File: src/rtl/fe_pcs_tx_pkg.sv
package fe_pcs_tx_pkg;

  localparam int NIB_W = 4;
  localparam int SYM_W = 5;

  localparam logic [1:0] LINE_ZERO  = 2'b00;
  localparam logic [1:0] LINE_PLUS  = 2'b01;
  localparam logic [1:0] LINE_MINUS = 2'b11;

  localparam logic [SYM_W-1:0] CG_IDLE = 5'b11111;
  localparam logic [SYM_W-1:0] CG_J    = 5'b11000;
  localparam logic [SYM_W-1:0] CG_K    = 5'b10001;
  localparam logic [SYM_W-1:0] CG_T    = 5'b01101;
  localparam logic [SYM_W-1:0] CG_R    = 5'b00111;
  localparam logic [SYM_W-1:0] CG_H    = 5'b00100;

  typedef enum logic [2:0] {
    SYM_IDLE,
    SYM_J,
    SYM_K,
    SYM_T,
    SYM_R,
    SYM_H,
    SYM_DATA
  } symKind_e;

  typedef struct packed {
    logic             load;
    symKind_e         kind;
    logic [NIB_W-1:0] nib;
  } txStrobe_t;

  function automatic logic [SYM_W-1:0] nibToGroup(input logic [NIB_W-1:0] n);
    logic [SYM_W-1:0] g;
    case (n)
      4'h0: g = 5'b11110;
      4'h1: g = 5'b01001;
      4'h2: g = 5'b10100;
      4'h3: g = 5'b10101;
      4'h4: g = 5'b01010;
      4'h5: g = 5'b01011;
      4'h6: g = 5'b01110;
      4'h7: g = 5'b01111;
      4'h8: g = 5'b10010;
      4'h9: g = 5'b10011;
      4'hA: g = 5'b10110;
      4'hB: g = 5'b10111;
      4'hC: g = 5'b11010;
      4'hD: g = 5'b11011;
      4'hE: g = 5'b11100;
      default: g = 5'b11101;
    endcase
    return g;
  endfunction

endpackage

File: src/rtl/fe_pcs_tx_ctrl.sv
module fe_pcs_tx_ctrl
  import fe_pcs_tx_pkg::*;
#(
  parameter int SYM_PERIOD = SYM_W
) (
  input  logic             clk,
  input  logic             rstN,
  input  logic [NIB_W-1:0] txData,
  input  logic             txEn,
  input  logic             txErr,
  output txStrobe_t        strobe,
  output logic             nibTick
);

  localparam int CNT_W = (SYM_PERIOD > 1) ? $clog2(SYM_PERIOD) : 1;
  localparam logic [CNT_W-1:0] CNT_LAST = CNT_W'(SYM_PERIOD - 1);

  typedef enum logic [1:0] {
    FR_IDLE,
    FR_KSLOT,
    FR_DATA,
    FR_RSLOT
  } frame_e;

  logic [CNT_W-1:0] bitCnt;
  frame_e           frState, frNext;
  logic             errSticky, errNext;
  symKind_e         kindSel;
  logic             tick;
  logic             errHit;

  assign tick   = (bitCnt == CNT_LAST);
  assign errHit = txEn & txErr;

  always_ff @(posedge clk or negedge rstN) begin
    if (!rstN) begin
      bitCnt <= '0;
    end else if (tick) begin
      bitCnt <= '0;
    end else begin
      bitCnt <= bitCnt + 1'b1;
    end
  end

  always_comb begin
    frNext  = frState;
    errNext = errSticky;
    kindSel = SYM_IDLE;
    case (frState)
      FR_IDLE: begin
        if (txEn) begin
          kindSel = SYM_J;
          frNext  = FR_KSLOT;
          errNext = errHit;
        end else begin
          kindSel = SYM_IDLE;
          errNext = 1'b0;
        end
      end
      FR_KSLOT: begin
        kindSel = SYM_K;
        frNext  = FR_DATA;
        errNext = errSticky | errHit;
      end
      FR_DATA: begin
        if (!txEn) begin
          kindSel = SYM_T;
          frNext  = FR_RSLOT;
          errNext = 1'b0;
        end else if (errSticky || txErr) begin
          kindSel = SYM_H;
          errNext = 1'b1;
        end else begin
          kindSel = SYM_DATA;
        end
      end
      default: begin
        kindSel = SYM_R;
        frNext  = FR_IDLE;
        errNext = 1'b0;
      end
    endcase
  end

  always_ff @(posedge clk or negedge rstN) begin
    if (!rstN) begin
      frState   <= FR_IDLE;
      errSticky <= 1'b0;
    end else if (tick) begin
      frState   <= frNext;
      errSticky <= errNext;
    end
  end

  assign strobe.load = tick;
  assign strobe.kind = kindSel;
  assign strobe.nib  = txData;
  assign nibTick     = tick;

endmodule

File: src/rtl/fe_pcs_tx_dp.sv
module fe_pcs_tx_dp
  import fe_pcs_tx_pkg::*;
#(
  parameter int              LFSR_LEN  = 11,
  parameter int              LFSR_TAP  = 9,
  parameter logic [LFSR_LEN-1:0] LFSR_SEED = '1
) (
  input  logic      clk,
  input  logic      rstN,
  input  txStrobe_t strobe,
  output logic      nrziOut,
  output logic [1:0] lineState
);

  localparam int TAP_IDX = LFSR_TAP - 1;
  localparam int TOP_IDX = LFSR_LEN - 1;

  logic [SYM_W-1:0]    groupSel;
  logic [SYM_W-1:0]    shReg;
  logic [LFSR_LEN-1:0] lfsr;
  logic                keyBit;
  logic                serBit;
  logic                nrzBit;
  logic                nrziReg;
  logic [1:0]          mltPhase;

  // symbol selection
  always_comb begin
    case (strobe.kind)
      SYM_J:    groupSel = CG_J;
      SYM_K:    groupSel = CG_K;
      SYM_T:    groupSel = CG_T;
      SYM_R:    groupSel = CG_R;
      SYM_H:    groupSel = CG_H;
      SYM_DATA: groupSel = nibToGroup(strobe.nib);
      default:  groupSel = CG_IDLE;
    endcase
  end

  // serializer, msb first
  always_ff @(posedge clk or negedge rstN) begin
    if (!rstN) begin
      shReg <= CG_IDLE;
    end else if (strobe.load) begin
      shReg <= groupSel;
    end else begin
      shReg <= {shReg[SYM_W-2:0], 1'b0};
    end
  end

  assign serBit = shReg[SYM_W-1];

  // stream cipher
  assign keyBit = lfsr[TOP_IDX] ^ lfsr[TAP_IDX];
  assign nrzBit = serBit ^ keyBit;

  always_ff @(posedge clk or negedge rstN) begin
    if (!rstN) begin
      lfsr <= LFSR_SEED;
    end else begin
      lfsr <= {lfsr[TOP_IDX-1:0], keyBit};
    end
  end

  // transition coding and three-level coding
  always_ff @(posedge clk or negedge rstN) begin
    if (!rstN) begin
      nrziReg  <= 1'b0;
      mltPhase <= 2'd0;
    end else begin
      nrziReg  <= nrziReg ^ nrzBit;
      mltPhase <= mltPhase + {1'b0, nrzBit};
    end
  end

  always_comb begin
    case (mltPhase)
      2'd1:    lineState = LINE_PLUS;
      2'd3:    lineState = LINE_MINUS;
      default: lineState = LINE_ZERO;
    endcase
  end

  assign nrziOut = nrziReg;

endmodule

File: src/rtl/fe_pcs_tx.sv
module fe_pcs_tx
  import fe_pcs_tx_pkg::*;
#(
  parameter int SYM_PERIOD = SYM_W,
  parameter int LFSR_LEN   = 11,
  parameter int LFSR_TAP   = 9
) (
  input  logic       clk,
  input  logic       rstN,
  input  logic [3:0] txData,
  input  logic       txEn,
  input  logic       txErr,
  output logic       nibSample,
  output logic       nrziOut,
  output logic [1:0] lineState
);

  txStrobe_t ctl;

  fe_pcs_tx_ctrl #(
    .SYM_PERIOD(SYM_PERIOD)
  ) uCtrl (
    .clk    (clk),
    .rstN   (rstN),
    .txData (txData),
    .txEn   (txEn),
    .txErr  (txErr),
    .strobe (ctl),
    .nibTick(nibSample)
  );

  fe_pcs_tx_dp #(
    .LFSR_LEN (LFSR_LEN),
    .LFSR_TAP (LFSR_TAP),
    .LFSR_SEED('1)
  ) uDp (
    .clk      (clk),
    .rstN     (rstN),
    .strobe   (ctl),
    .nrziOut  (nrziOut),
    .lineState(lineState)
  );

endmodule

File: config.mk
export PLATFORM = sky130hd
export DESIGN_NAME = fe_pcs_tx
export DESIGN_NICKNAME = d
export VERILOG_FILES = /design/src/rtl/fe_pcs_tx_pkg.sv /design/src/rtl/fe_pcs_tx_ctrl.sv /design/src/rtl/fe_pcs_tx_dp.sv /design/src/rtl/fe_pcs_tx.sv
export SDC_FILE = /design/constraint.sdc
export NUM_CORES = 1
export LEC_CHECK = 0
export ABC_CLOCK_PERIOD_IN_PS = 3500
export BUFFER_PORTS_ARGS = -buffer_cell sky130_fd_sc_hd__clkbuf_2
export CAP_MARGIN = 20
export CORE_AREA = 2 2 55 83
export DETAILED_ROUTE_END_ITERATION = 8
export DIE_AREA = 0 0 57 85
export PLACE_DENSITY = 0.55
export SYNTH_ARGS = -nofsm -noshare
export SYNTH_HDL_FRONTEND = slang
export SYNTH_HIERARCHICAL = 1
export SYNTH_SLANG_ARGS = --single-unit
File: constraint.sdc
create_clock -name clk -period 3.5 [get_ports clk]
set_clock_uncertainty 0.05 [all_clocks]
set_input_delay 0.7 -clock clk [delete_from_list [all_inputs] [get_ports clk]]
set_output_delay 0.7 -clock clk [all_outputs]
set_load 0.01 [all_outputs]
# After elaboration in Yosys (flattened, before gate mapping)
# Memories as Yosys holds them, arrays and structs flattened.
# Cells that the tools add are included.
[word_totals]
reg_bits = 25
romBits = 80
inputBits = 8
out_inout_bits = 4
memories = 1
[op_classes]
n_addsub = 2
eq_ne = 14
mux = 15
bitwise_logic = 5
n_reduce_logical = 4
[mem_list]
columns = ["memory", "words", "word_bits", "rd", "rd_clocked_by_memory_dff", "wr", "line", "source"]
rows = [
  ["(name not given)", 16, 5, 1, 0, 0, "fe_pcs_tx_pkg.sv:35", "case (n)"],
]
[op_table]
columns = ["cell", "count"]
rows = [
  ["5-bit case mux with 6 select lines", 1],
  ["3-bit equality test (second input constant)", 4],
  ["3-bit case mux with 3 select lines", 1],
  ["3-bit by 2-bit equality test with 1-bit output (second input constant)", 2],
  ["2-bit two-way mux", 3],
  ["3-bit two-way mux", 2],
  ["2-bit case mux with 3 select lines", 1],
  ["5-bit two-way mux", 1],
  ["2-bit by 1-bit equality test with 1-bit output (second input constant)", 2],
  ["2-bit equality test (second input constant)", 2],
  ["1-bit two-way mux", 4],
  ["2-bit inequality test (second input constant)", 2],
  ["2-bit case mux with 2 select lines", 1],
  ["3-bit by 1-bit adder with 3-bit output (second input constant)", 1],
  ["3-bit by 1-bit equality test with 1-bit output (second input constant)", 1],
  ["3-bit by 2-bit inequality test with 1-bit output (second input constant)", 1],
  ["1-bit case mux with 3 select lines", 1],
  ["3-bit AND reduction", 1],
  ["1-bit XOR", 3],
  ["2-bit by 1-bit adder with 2-bit output", 1],
  ["2-bit logical NOT", 1],
  ["2-bit AND reduction", 1],
  ["1-bit bitwise AND", 1],
  ["1-bit logical OR", 1],
  ["1-bit OR", 1],
]

# Logic depth before layout (Yosys ltp)
# Gate-level depths: netlist (run 1).
[depth]
word_depth = 7
mapped_depth = 9

# Modules after synthesis
# Netlist (run 1), hierarchy kept.
[by_module_without_submodules]
columns = ["module", "n_inst", "cells_per_inst", "area_per_inst_um2"]
rows = [
  ["fe_pcs_tx_dp", 1, 57, 742.0],
  ["fe_pcs_tx_ctrl", 1, 49, 460.4],
]

# Worst setup path after synthesis (run 1)
# OpenSTA, ideal clock, no wires.
[synth_timing]
path_kind = "in2reg"
from = "in txEn"
to = "reg uDp.shReg[2]"
arrival_ns = 1.649
path_slack_ns = 1.711
path_stages = 6
path_buffers = 0
cell_sequence = "inv_1 o31ai_1 a21oi_1 nor2b_1 and4bb_2 a211oi_1"
[synth_rtl]
columns = ["element", "line", "source"]
rows = [
  ["start: declaration", "fe_pcs_tx.sv:11", "input logic txEn,"],
  ["end signal: assignment", "fe_pcs_tx_dp.sv:45", "shReg <= groupSel;"],
  ["end signal: assignment", "fe_pcs_tx_dp.sv:47", "shReg <= {shReg[SYM_W-2:0], 1'b0};"],
  ["end: declaration", "fe_pcs_tx_dp.sv:19", "logic [SYM_W-1:0] shReg;"],
]

==> metrics.cfg, run 1 <==
[critical_path]
r2r-start = uCtrl/frState[0]$_DFFE_PN0P_
critPathRequiredTime_ps = 3630
crit_type = reg2reg
crit_arrival_ps = 2240
startpoint = uCtrl/frState[0]$_DFFE_PN0P_
worst_r2r_endpoint = uDp/shReg[2]$_DFF_PN1_
end_kind = flip-flop
r2r_cells = 7
crit_fanout = 6
ff2ff_setup_slack_ps = 1390
cp-start-kind = flip-flop

[routing]
wl_per_cell_um = 12.6
viasPerCell = 4.82
ant_nets = 0
drc = 0
totalWireLength_um = 2000
drt_iter0_drc = 27
dr_total_vias = 766
dr.pass1.iters = 4

[worst_hold_path]
hold_class = reg2reg
min_from = uDp/lfsr[5]$_DFF_PN1_
hold_path_end = uDp/lfsr[6]$_DFF_PN1_
hold_path_depth = 0

[floorplanning]
die_h_um = 85
io_pins = 12
start_util_pct = 29.1
rows = 29
die-area_um2 = 4850
die_w_um = 57
core_region_area_um2 = 4140

[timing]
layout_setup_ws_ps = 1390
worst_slew_pin_slew_ps = 629
fin_crit_ps = 2110
slew_headroom_pct = 57.6
hold_viol_final = 0
rsz0062_at_grt = false
period_share_pct = 60.1
drv_slew = 0
fmax_ghz = 0.475
setup_viol = 0
fin_setup_tns_ps = 0

[global_route]
grt_pass1_vias = 800
grt_max_degree = 26
overflow = 0
grt_pass1_wl_um = 3630
grt_usage_pct = 9.64
antenna_found_initial = 0

[power_and_ir_drop]
power_density_nw_per_um2 = 693
ir_worst_vdd_v = 0.000368
power.total_w = 0.000904
leakage_nw = 0.587

[outcome]
status = complete, no violations

[clocking]
cts_made_buffers = 3
cts.sinks = 25
cts_resized = 0
cts_tree = done
post-cts-setup-buffer-count = 0
hold_buffers = 0
clkTransAtPathRegs_ps = 80
clkLatencyLatePin_ps = 260
h-tree-depth = 1
clock_path_buffers = 2
cts-root-buf = clkbuf_8

[placed_design]
dp_slack_ps = 1340
numPortBuffers = 11
place.gp.congestion = 0.771
hpwlAfterDp_um = 1470

[synthesis]
post_synth.cell_area_avg_um2 = 11.3
synth_top_area_share_pct = 35.0
synth_edf_count = 0
async_reset_ff_share_pct = 100
synth_area_um2 = 1200
synth-main-ff-cell = dfstp_2
ys_seq_elements = 25
yosys.cell_types.count = 36
synthTopCellsByArea = dfstp_2 (35%), dfrtp_1 (19%), ha_1 (7.3%), buf_4 (3.1%), xor2_1 (2.9%)
ys_seq_area_share_pct = 53.7
synth_top_area_cell = dfstp_2
ys_warn_count = 6
syn_nets = 121
syn_inst = 106

[cells_and_area]
fin_nets = 129
final_util_pct = 31.5
areaGrowthSynthToFinish_pct = 8.43
drive_gt1_share_pct = 30.1
diodes = 0

[run]
maxCapViolCount = 0

[area by class of cell]
| cell class | instances | area (um^2) |
|---|---|---|
| multi-input cells | 65 | 469 |
| repair buffers | 11 | 55.1 |
| clock buffers | 3 | 41.3 |
| well taps | 46 | 57.6 |
| inverters | 8 | 30.0 |
| flip-flops and latches | 25 | 646 |
| clock inverters | 1 | 5.00 |
| fillers | 437 | 2830 |
[synth_stat cells, drive strengths merged, types with 3 or more instances]
| library cell | number |
|---|---|
| dfstp | 16 |
| dfrtp | 9 |
| inv | 8 |
| buf | 7 |
| ha | 7 |
| nor2 | 7 |
| a31oi | 4 |
| nand2 | 4 |
| o21ai | 4 |
| xor2 | 4 |
| a21oi | 3 |
| nand2b | 3 |
| nand3 | 3 |
| o211ai | 3 |
[power by group]
part	leakage, nW	internal [W]	switching (W)
sequential	0.277	0.000342	0.0000303
clock	0.0255	0.0000795	0.0000870
combinational	0.285	0.000163	0.000202
[worst max path at each step]
| stage | to | slack (ps) | cells after the start |
|---|---|---|---|
| after floorplan | uDp/shReg[2]$_DFF_PN1_ | 1710 | 6 |
| after global placement | uDp/shReg[2]$_DFF_PN1_ | 1400 | 7 |
| after detailed placement | uDp/shReg[2]$_DFF_PN1_ | 1340 | 7 |
| after CTS | nibSample | 1380 | 4 |
| after global routing | uDp/shReg[2]$_DFF_PN1_ | 1200 | 7 |
| final | uDp/shReg[2]$_DFF_PN1_ | 1390 | 7 |
[cells by family (layout without fill, tap and decap cells)]
kind of cell,after synthesis,after routing,synth area share (%)
buf+inv,16,23,7.28
compound gates,20,20,10.9
fa+ha+maj,7,7,7.28
mux,3,3,2.60
xor+xnor,5,5,3.64
flops,25,25,53.7
simple gates,30,30,14.6
[routing by layer]
metal	GRT usage (%)	share of wire, %	wire, um	vias up
met1	11.1	41	813	372
met3	1.98	4.1	81	4
li1	-	-	-	374
met4	4.44	1.8	36	0
met2	16.8	53	1060	16
met5	0	0	0	-
[metrics by stage]
stage	hold WS, ps	area, um^2	cells
after floorplan	295	1200	106
after global placement	298	1260	155
after detailed placement	297	1260	155
after CTS	310	1300	159
after global routing	312	1300	159
final	310	1300	159
[critical path: stages, from the launching register on]
cell and delay, ps:
dfrtp_1 410, inv_1 150, ha_1 270, o31ai_1 110, a21oi_1 440, nor2b_1 170
and4bb_2 260, a211oi_1 170
[cells in the final DEF (no fill, tap or decap), types with 2 or more instances in the layout]
master	count
a21oi_1	3
a31oi_1	4
clkbuf_2	11
clkbuf_8	3
dfrtp_1	9
dfstp_2	16
ha_1	7
inv_1	8
mux2i_1	2
nand2_1	4
nand2b_1	3
nand3_1	3
nand3b_1	2
nor2_1	7
nor2b_1	2
o211ai_1	3
o21ai_0	4
o31ai_1	2
xor2_1	4
[state kept, by name, indices dropped and copies added, names as in the netlist]
name / cells
uDp/lfsr: 11
uDp/shReg: 5
uDp/nrziOut: 1
uDp/mltPhase: 2
uCtrl/frState: 2
uCtrl/errSticky: 1
uCtrl/bitCnt: 3
Note: power is estimated with default switching activity, not from simulation.
==> run 2: changes to the inputs <==
Settings changed: ABC_CLOCK_PERIOD_IN_PS 3500 to 2000.
Clock period 3.5 ns to 2 ns, I/O delays scaled along.
==> run 2 against run 1 <==
Against the previous run:
- global-route usage fell by 0.84 points
- clock-buffer cell count did not move
- sequential power rose by 75%
- hold slack got worse by 250 ps
- largest power group is now combinational cells
- cell count rose by 1.3%
- register-to-register slack got worse by 1300 ps
- via count rose by 0.13%
- utilization rose by 0.51 points
==> metrics.cfg, run 2 (synthesis gave the netlist of run 1 again) <==
[outcome]
status = complete, no violations

[global_route]
grt_pass1_vias = 795  ; -0.63%
overflow = 0  ; unchanged
grt_usage_pct = 8.79  ; -0.84 points
grt_max_degree = 26  ; unchanged
antenna_found_initial = 0  ; unchanged
grt_pass1_wl_um = 3360  ; -7.4%

[cells_and_area]
layout_common_cells = dfstp_2 (16), clkbuf_2 (11), dfrtp_1 (9)
finalNonFillerCells = 161  ; +1.3%
areaGrowthSynthToFinish_pct = 10.2
largest_reg_flops = 11  ; unchanged
top_register = uDp/lfsr
fin_nets = 131  ; +1.6%
diodes = 0  ; unchanged
fin_area_um2 = 1330  ; +1.6%
top_regs = uDp/lfsr x11, uDp/shReg x5, uCtrl/bitCnt x3
drive_gt1_share_pct = 32.2  ; +2.1 points
final_common_cell = dfstp_2

[floorplanning]
die-area_um2 = 4850  ; unchanged
io_pins = 12  ; unchanged
start_util_pct = 29.1  ; unchanged
rows = 29  ; unchanged
die_h_um = 85  ; unchanged
core_region_area_um2 = 4140  ; unchanged
die_w_um = 57  ; unchanged

[timing]
slew_headroom_pct = 55.0  ; -2.6 points
worst_slew_pin_slew_ps = 668  ; +38.4 ps
layout_setup_ws_ps = 126  ; -1270 ps
fin_crit_ps = 1870  ; -231 ps
period_share_pct = 93.7  ; +34 points
holdWs_ps = 57.1  ; -253 ps
hold_viol_final = 0  ; unchanged
rsz0062_at_grt = false
fmax_ghz = 0.534  ; +12%
fin_setup_tns_ps = 0  ; unchanged
setup_viol = 0  ; unchanged
drv_slew = 0  ; unchanged

[clocking]
cts_tree = done
h-tree-depth = 1  ; unchanged
clkTransAtPathRegs_ps = 90  ; about the same
clkLatencyLatePin_ps = 270  ; about the same
cts-root-buf = clkbuf_8
cts_made_buffers = 3  ; unchanged
clock_path_buffers = 2  ; unchanged
cts.sinks = 25  ; unchanged

[routing]
drc = 0  ; unchanged
dr.pass1.iters = 4  ; unchanged
totalWireLength_um = 2010  ; +0.85%
viasPerCell = 4.76  ; -1.1%
drt_iter0_drc = 21  ; -22%
ant_nets = 0  ; unchanged
dr_total_vias = 767  ; +0.13%
wl_per_cell_um = 12.5  ; -0.40%

[critical_path]
crit_type = reg2reg
cp-start-kind = flip-flop
crit_arrival_ps = 2020  ; -220 ps
cpLargestDelayFamily = simple AND/OR/NAND/NOR gates
critPathRequiredTime_ps = 2140  ; -1490 ps
critPathMaxStageDelay_ps = 390  ; -50 ps
path_cells = inv_1, ha_1, nand3_1, o21ai_0, nor2b_1, and4bb_2, a211oi_1
end_kind = flip-flop
crit_fanout = 7  ; +1
critPathBufInv = 1  ; unchanged
crit_slowest_cell = dfrtp_1

[power_and_ir_drop]
ir_worst_vdd_v = 0.000963  ; +160%
leakage_nw = 0.594  ; +1.2%
power_density_nw_per_um2 = 1240  ; +78%

[placed_design]
numPortBuffers = 11  ; unchanged
dp_cells = 157  ; +1.3%
hpwlAfterDp_um = 1480  ; +1.2%
dp_slack_ps = 135  ; -1200 ps
place.gp.congestion = 0.777  ; +0.84%
place_area_um2 = 1270  ; +1.2%

[worst_hold_path]
hold_class = in2async

[run]
maxCapViolCount = 0  ; unchanged

==> run 2: changes by cell type in the layout (fill, tap and decap cells not counted) <==
| cell | delta |
|---|---|
| buf_4 | +2 |
| clkinvlp_4 | +1 |
| a21oi_1 | -1 |
| a21oi_2 | +1 |
| clkinv_2 | -1 |
==> run 2: worst reg2reg max path, delay by kind of cell (launching register included) <==
| kind | cells | cell delay, ps |
|---|---|---|
| flops | 1 | 390 |
| simple gates | 3 | 570 |
| compound gates | 2 | 420 |
| fa+ha+maj | 1 | 270 |
| buf+inv | 1 | 100 |
==> run 2: per-layer routing <==
layer  share of wire, %  wire [um]  track usage, %  vias to the layer above
li1                   -          -               -                      380
met1                 43        873            9.61                      367
met2                 52       1040            15.4                       16
met3                3.8         77            3.20                        4
met4               0.94         19            3.17                        0
met5                  0          0               0                        -
==> run 2: report_power, final <==
| part | switching [W] | leakage, nW | internal, W | total (W) |
|---|---|---|---|---|
| logic | 0.000362 | 0.295 | 0.000319 | 0.000680 |
| clock network | 0.000164 | 0.0217 | 0.000141 | 0.000305 |
| registers | 0.0000544 | 0.277 | 0.000599 | 0.000653 |
| total | 0.000580 | 0.594 | 0.00106 | 0.00164 |
==> run 2: what timing repair did <==
action                     CTS  global route
setup endpoints to repair    0             2
setup buffers                0             0
gates resized for setup      0             1
hold buffers                 0             0
==> run 2: through the flow <==
stage,total power (W),util (%)
after floorplan,0.00115,-
after detailed placement,0.00134,30.8
after global routing,0.00176,32.0
final,0.00164,32.0
after CTS,0.00164,31.9
after global placement,0.00131,30.8
==> run 2: area by class of cell <==
type,instances,area (um^2)
clock buffer,3,41.3
clock inverter,1,7.51
fill,421,2810
inverter,8,30.0
multi-input combinational,65,473
sequential,25,646
tap,46,57.6
timing repair buffer,13,70.1
==> run 2: final timing paths <==
kind	end	from	cells after the start	slack, ps
min in group clk	uDp/shReg[0]$_DFF_PN1_	txData[0]	3	300
max in group asynchronous	uDp/shReg[3]$_DFF_PN1_	rstN	1	1450
worst max-delay path	uDp/shReg[2]$_DFF_PN1_	uCtrl/frState[0]$_DFFE_PN0P_	7	130
worst min register to register	uDp/lfsr[6]$_DFF_PN1_	uDp/lfsr[5]$_DFF_PN1_	0	310
worst min-delay path	uCtrl/bitCnt[1]$_DFF_PN0_	rstN	1	60
worst max register to register	uDp/shReg[2]$_DFF_PN1_	uCtrl/frState[0]$_DFFE_PN0P_	7	130
==> run 3: changes to the inputs <==
Settings changed: CELL_PAD_IN_SITES_DETAIL_PLACEMENT from default to 1, CELL_PAD_IN_SITES_GLOBAL_PLACEMENT from default to 2, CTS_CLUSTER_SIZE from default to 14, PLACE_DENSITY 0.55 to 0.72.
==> run 3 against run 2 <==
Against the previous run:
- die area unchanged
- critical path depth shrank 3
- maximum frequency rose by 4.2%
- global-route usage increased by 0.84 points
- total power shrank 0.35%
- register-to-register slack better by 100 ps
- clock-buffer cell count unchanged
- sequential share of layout area rose by 0.14 points
- clock power fell by 3%
==> metrics.cfg, run 3 (synthesis gave the netlist of run 1 again) <==
[power_and_ir_drop]
ir_worst_vdd_v = 0.000622  ; -35%
power_density_nw_per_um2 = 1240  ; about the same
leakage_nw = 0.594  ; about the same

[timing]
worst_slew_pin_slew_ps = 585  ; -82.7 ps
drv_slew = 0  ; unchanged
fin_crit_ps = 1800  ; -76.4 ps
hold_viol_final = 0  ; unchanged
rsz0062_at_grt = false
period_share_pct = 89.9  ; -3.8 points
setup_viol = 0  ; unchanged
fin_setup_tns_ps = 0  ; unchanged
fmax_ghz = 0.556  ; +4.2%
slew_headroom_pct = 61.0  ; +6.0 points

[cells_and_area]
drive_gt1_share_pct = 31.3  ; -0.87 points
seq_area_um2 = 646  ; unchanged
finalNonFillerCells = 161  ; unchanged
diodes = 0  ; unchanged
top_register = uDp/lfsr
layout_common_cells = dfstp_2 (16), clkbuf_2 (11), dfrtp_1 (9)
largest_reg_flops = 11  ; unchanged
multi_input_area_um2 = 469  ; -0.79%
fin_nets = 131  ; unchanged
final.fill_count = 500  ; +19%
top_regs = uDp/lfsr x11, uDp/shReg x5, uCtrl/bitCnt x3
fin_area_um2 = 1320  ; -0.28%
final_common_cell = dfstp_2
final_util_pct = 31.9  ; -0.091 points
areaGrowthSynthToFinish_pct = 9.89

[critical_path]
ff2ff_setup_slack_ps = 230  ; +100 ps
crit_type = reg2out
critPathRequiredTime_ps = 1550  ; -590 ps
cp-start-kind = flip-flop
end_kind = output pin
crit_fanout = 20  ; +13
crit_arrival_ps = 1350  ; -670 ps

[clocking]
clock_path_buffers = 2  ; unchanged
cts_tree = done
clkLatencyLatePin_ps = 270  ; about the same
cts.sinks = 25  ; unchanged
clkTransAtPathRegs_ps = 80  ; about the same
cts_made_buffers = 3  ; unchanged
post-cts-setup-buffer-count = 0  ; unchanged
cts-root-buf = clkbuf_8
h-tree-depth = 1  ; unchanged
hold_buffers = 0  ; unchanged

[run]
maxCapViolCount = 0  ; unchanged

[routing]
totalWireLength_um = 2010  ; -0.20%
dr.pass1.iters = 4  ; unchanged
drt_iter0_drc = 3  ; -86%
drc = 0  ; unchanged
ant_nets = 0  ; unchanged
wl_per_cell_um = 12.5  ; -0.20%
viasPerCell = 4.78  ; +0.39%
dr_total_vias = 770  ; +0.39%

[worst_hold_path]
hold_class = in2async

[outcome]
status = complete, no violations

[floorplanning]
die_h_um = 85  ; unchanged
die_w_um = 57  ; unchanged
die-area_um2 = 4850  ; unchanged
io_pins = 12  ; unchanged
rows = 29  ; unchanged
core_region_area_um2 = 4140  ; unchanged
start_util_pct = 29.1  ; unchanged

[placed_design]
place.gp.congestion = 0.715  ; -8.1%
hpwlAfterDp_um = 1490  ; +0.52%
place_area_um2 = 1270  ; unchanged
numPortBuffers = 11  ; unchanged
dp_cells = 157  ; unchanged

[global_route]
grt_max_degree = 26  ; unchanged
overflow = 0  ; unchanged
grt_pass1_vias = 845  ; +6.3%
antenna_found_initial = 0  ; unchanged
grt_pass1_wl_um = 3680  ; +9.6%
grt_usage_pct = 9.64  ; +0.84 points

run 3: cell counts in the layout (fill, tap and decap cells not counted):
No cell type changed its count.
run 3: routing by layer:
metal	part of all wire, %	GRT usage [%]	vias up
li1	-	-	377
met4	2.5	5.07	0
met2	49	16.3	9
met5	0	0	-
met1	47	11.4	379
met3	2.1	1.83	5
run 3: worst max-delay path, cell delays in order, from the launching register on:
cell      delay (ps)
dfrtp_1          400
inv_1             60
ha_1             170
and2_4           280
clkbuf_2         170
run 3: through the flow:
| step | setup WS, ps | hold WS [ps] | power, W |
|---|---|---|---|
| final | 203 | 65.3 | 0.00163 |
| after global routing | 16.8 | 97.7 | 0.00179 |
| after CTS | 150 | 80.9 | 0.00167 |
| after detailed placement | 177 | 298 | 0.00136 |
| after global placement | 254 | 298 | 0.00134 |
| after floorplan | 231 | 54.4 | 0.00115 |
run 3: area by class of cell:
| class | count | area share (%) |
|---|---|---|
| inverters | 8 | 2.27 |
| clock inverters | 1 | 0.568 |
| multi-input cells | 65 | 35.5 |
| clock buffers | 3 | 3.12 |
| flip-flops and latches | 25 | 48.9 |
| repair buffers | 13 | 5.30 |
| well taps | 46 | 4.36 |
run 3: final timing paths:
check | cells after the start | endpoint | start
hold reg to reg | 0 | uDp/lfsr[5]$_DFF_PN1_ | uDp/lfsr[4]$_DFF_PN1_
max in group asynchronous | 1 | uDp/nrziOut$_DFF_PN0_ | rstN
hold / removal | 1 | uCtrl/errSticky$_DFFE_PN0P_ | rstN
setup / recovery | 4 | nibSample | uCtrl/bitCnt[0]$_DFF_PN0_
min in group clk | 3 | uDp/shReg[0]$_DFF_PN1_ | txData[0]
setup reg to reg | 8 | uDp/shReg[2]$_DFF_PN1_ | uCtrl/frState[0]$_DFFE_PN0P_
run 3: power breakdown:
part	internal (W)	leakage, nW	switching (W)	total (W)
logic	0.000318	0.295	0.000363	0.000681
clock network	0.000141	0.0217	0.000156	0.000297
registers	0.000599	0.277	0.0000546	0.000654
run 3: timing repair:
action | 4_1_cts | 5_1_grt
endpoints found under the hold margin | 0 | 0
resized for setup | 0 | 1
setup endpoints to repair | 0 | 1
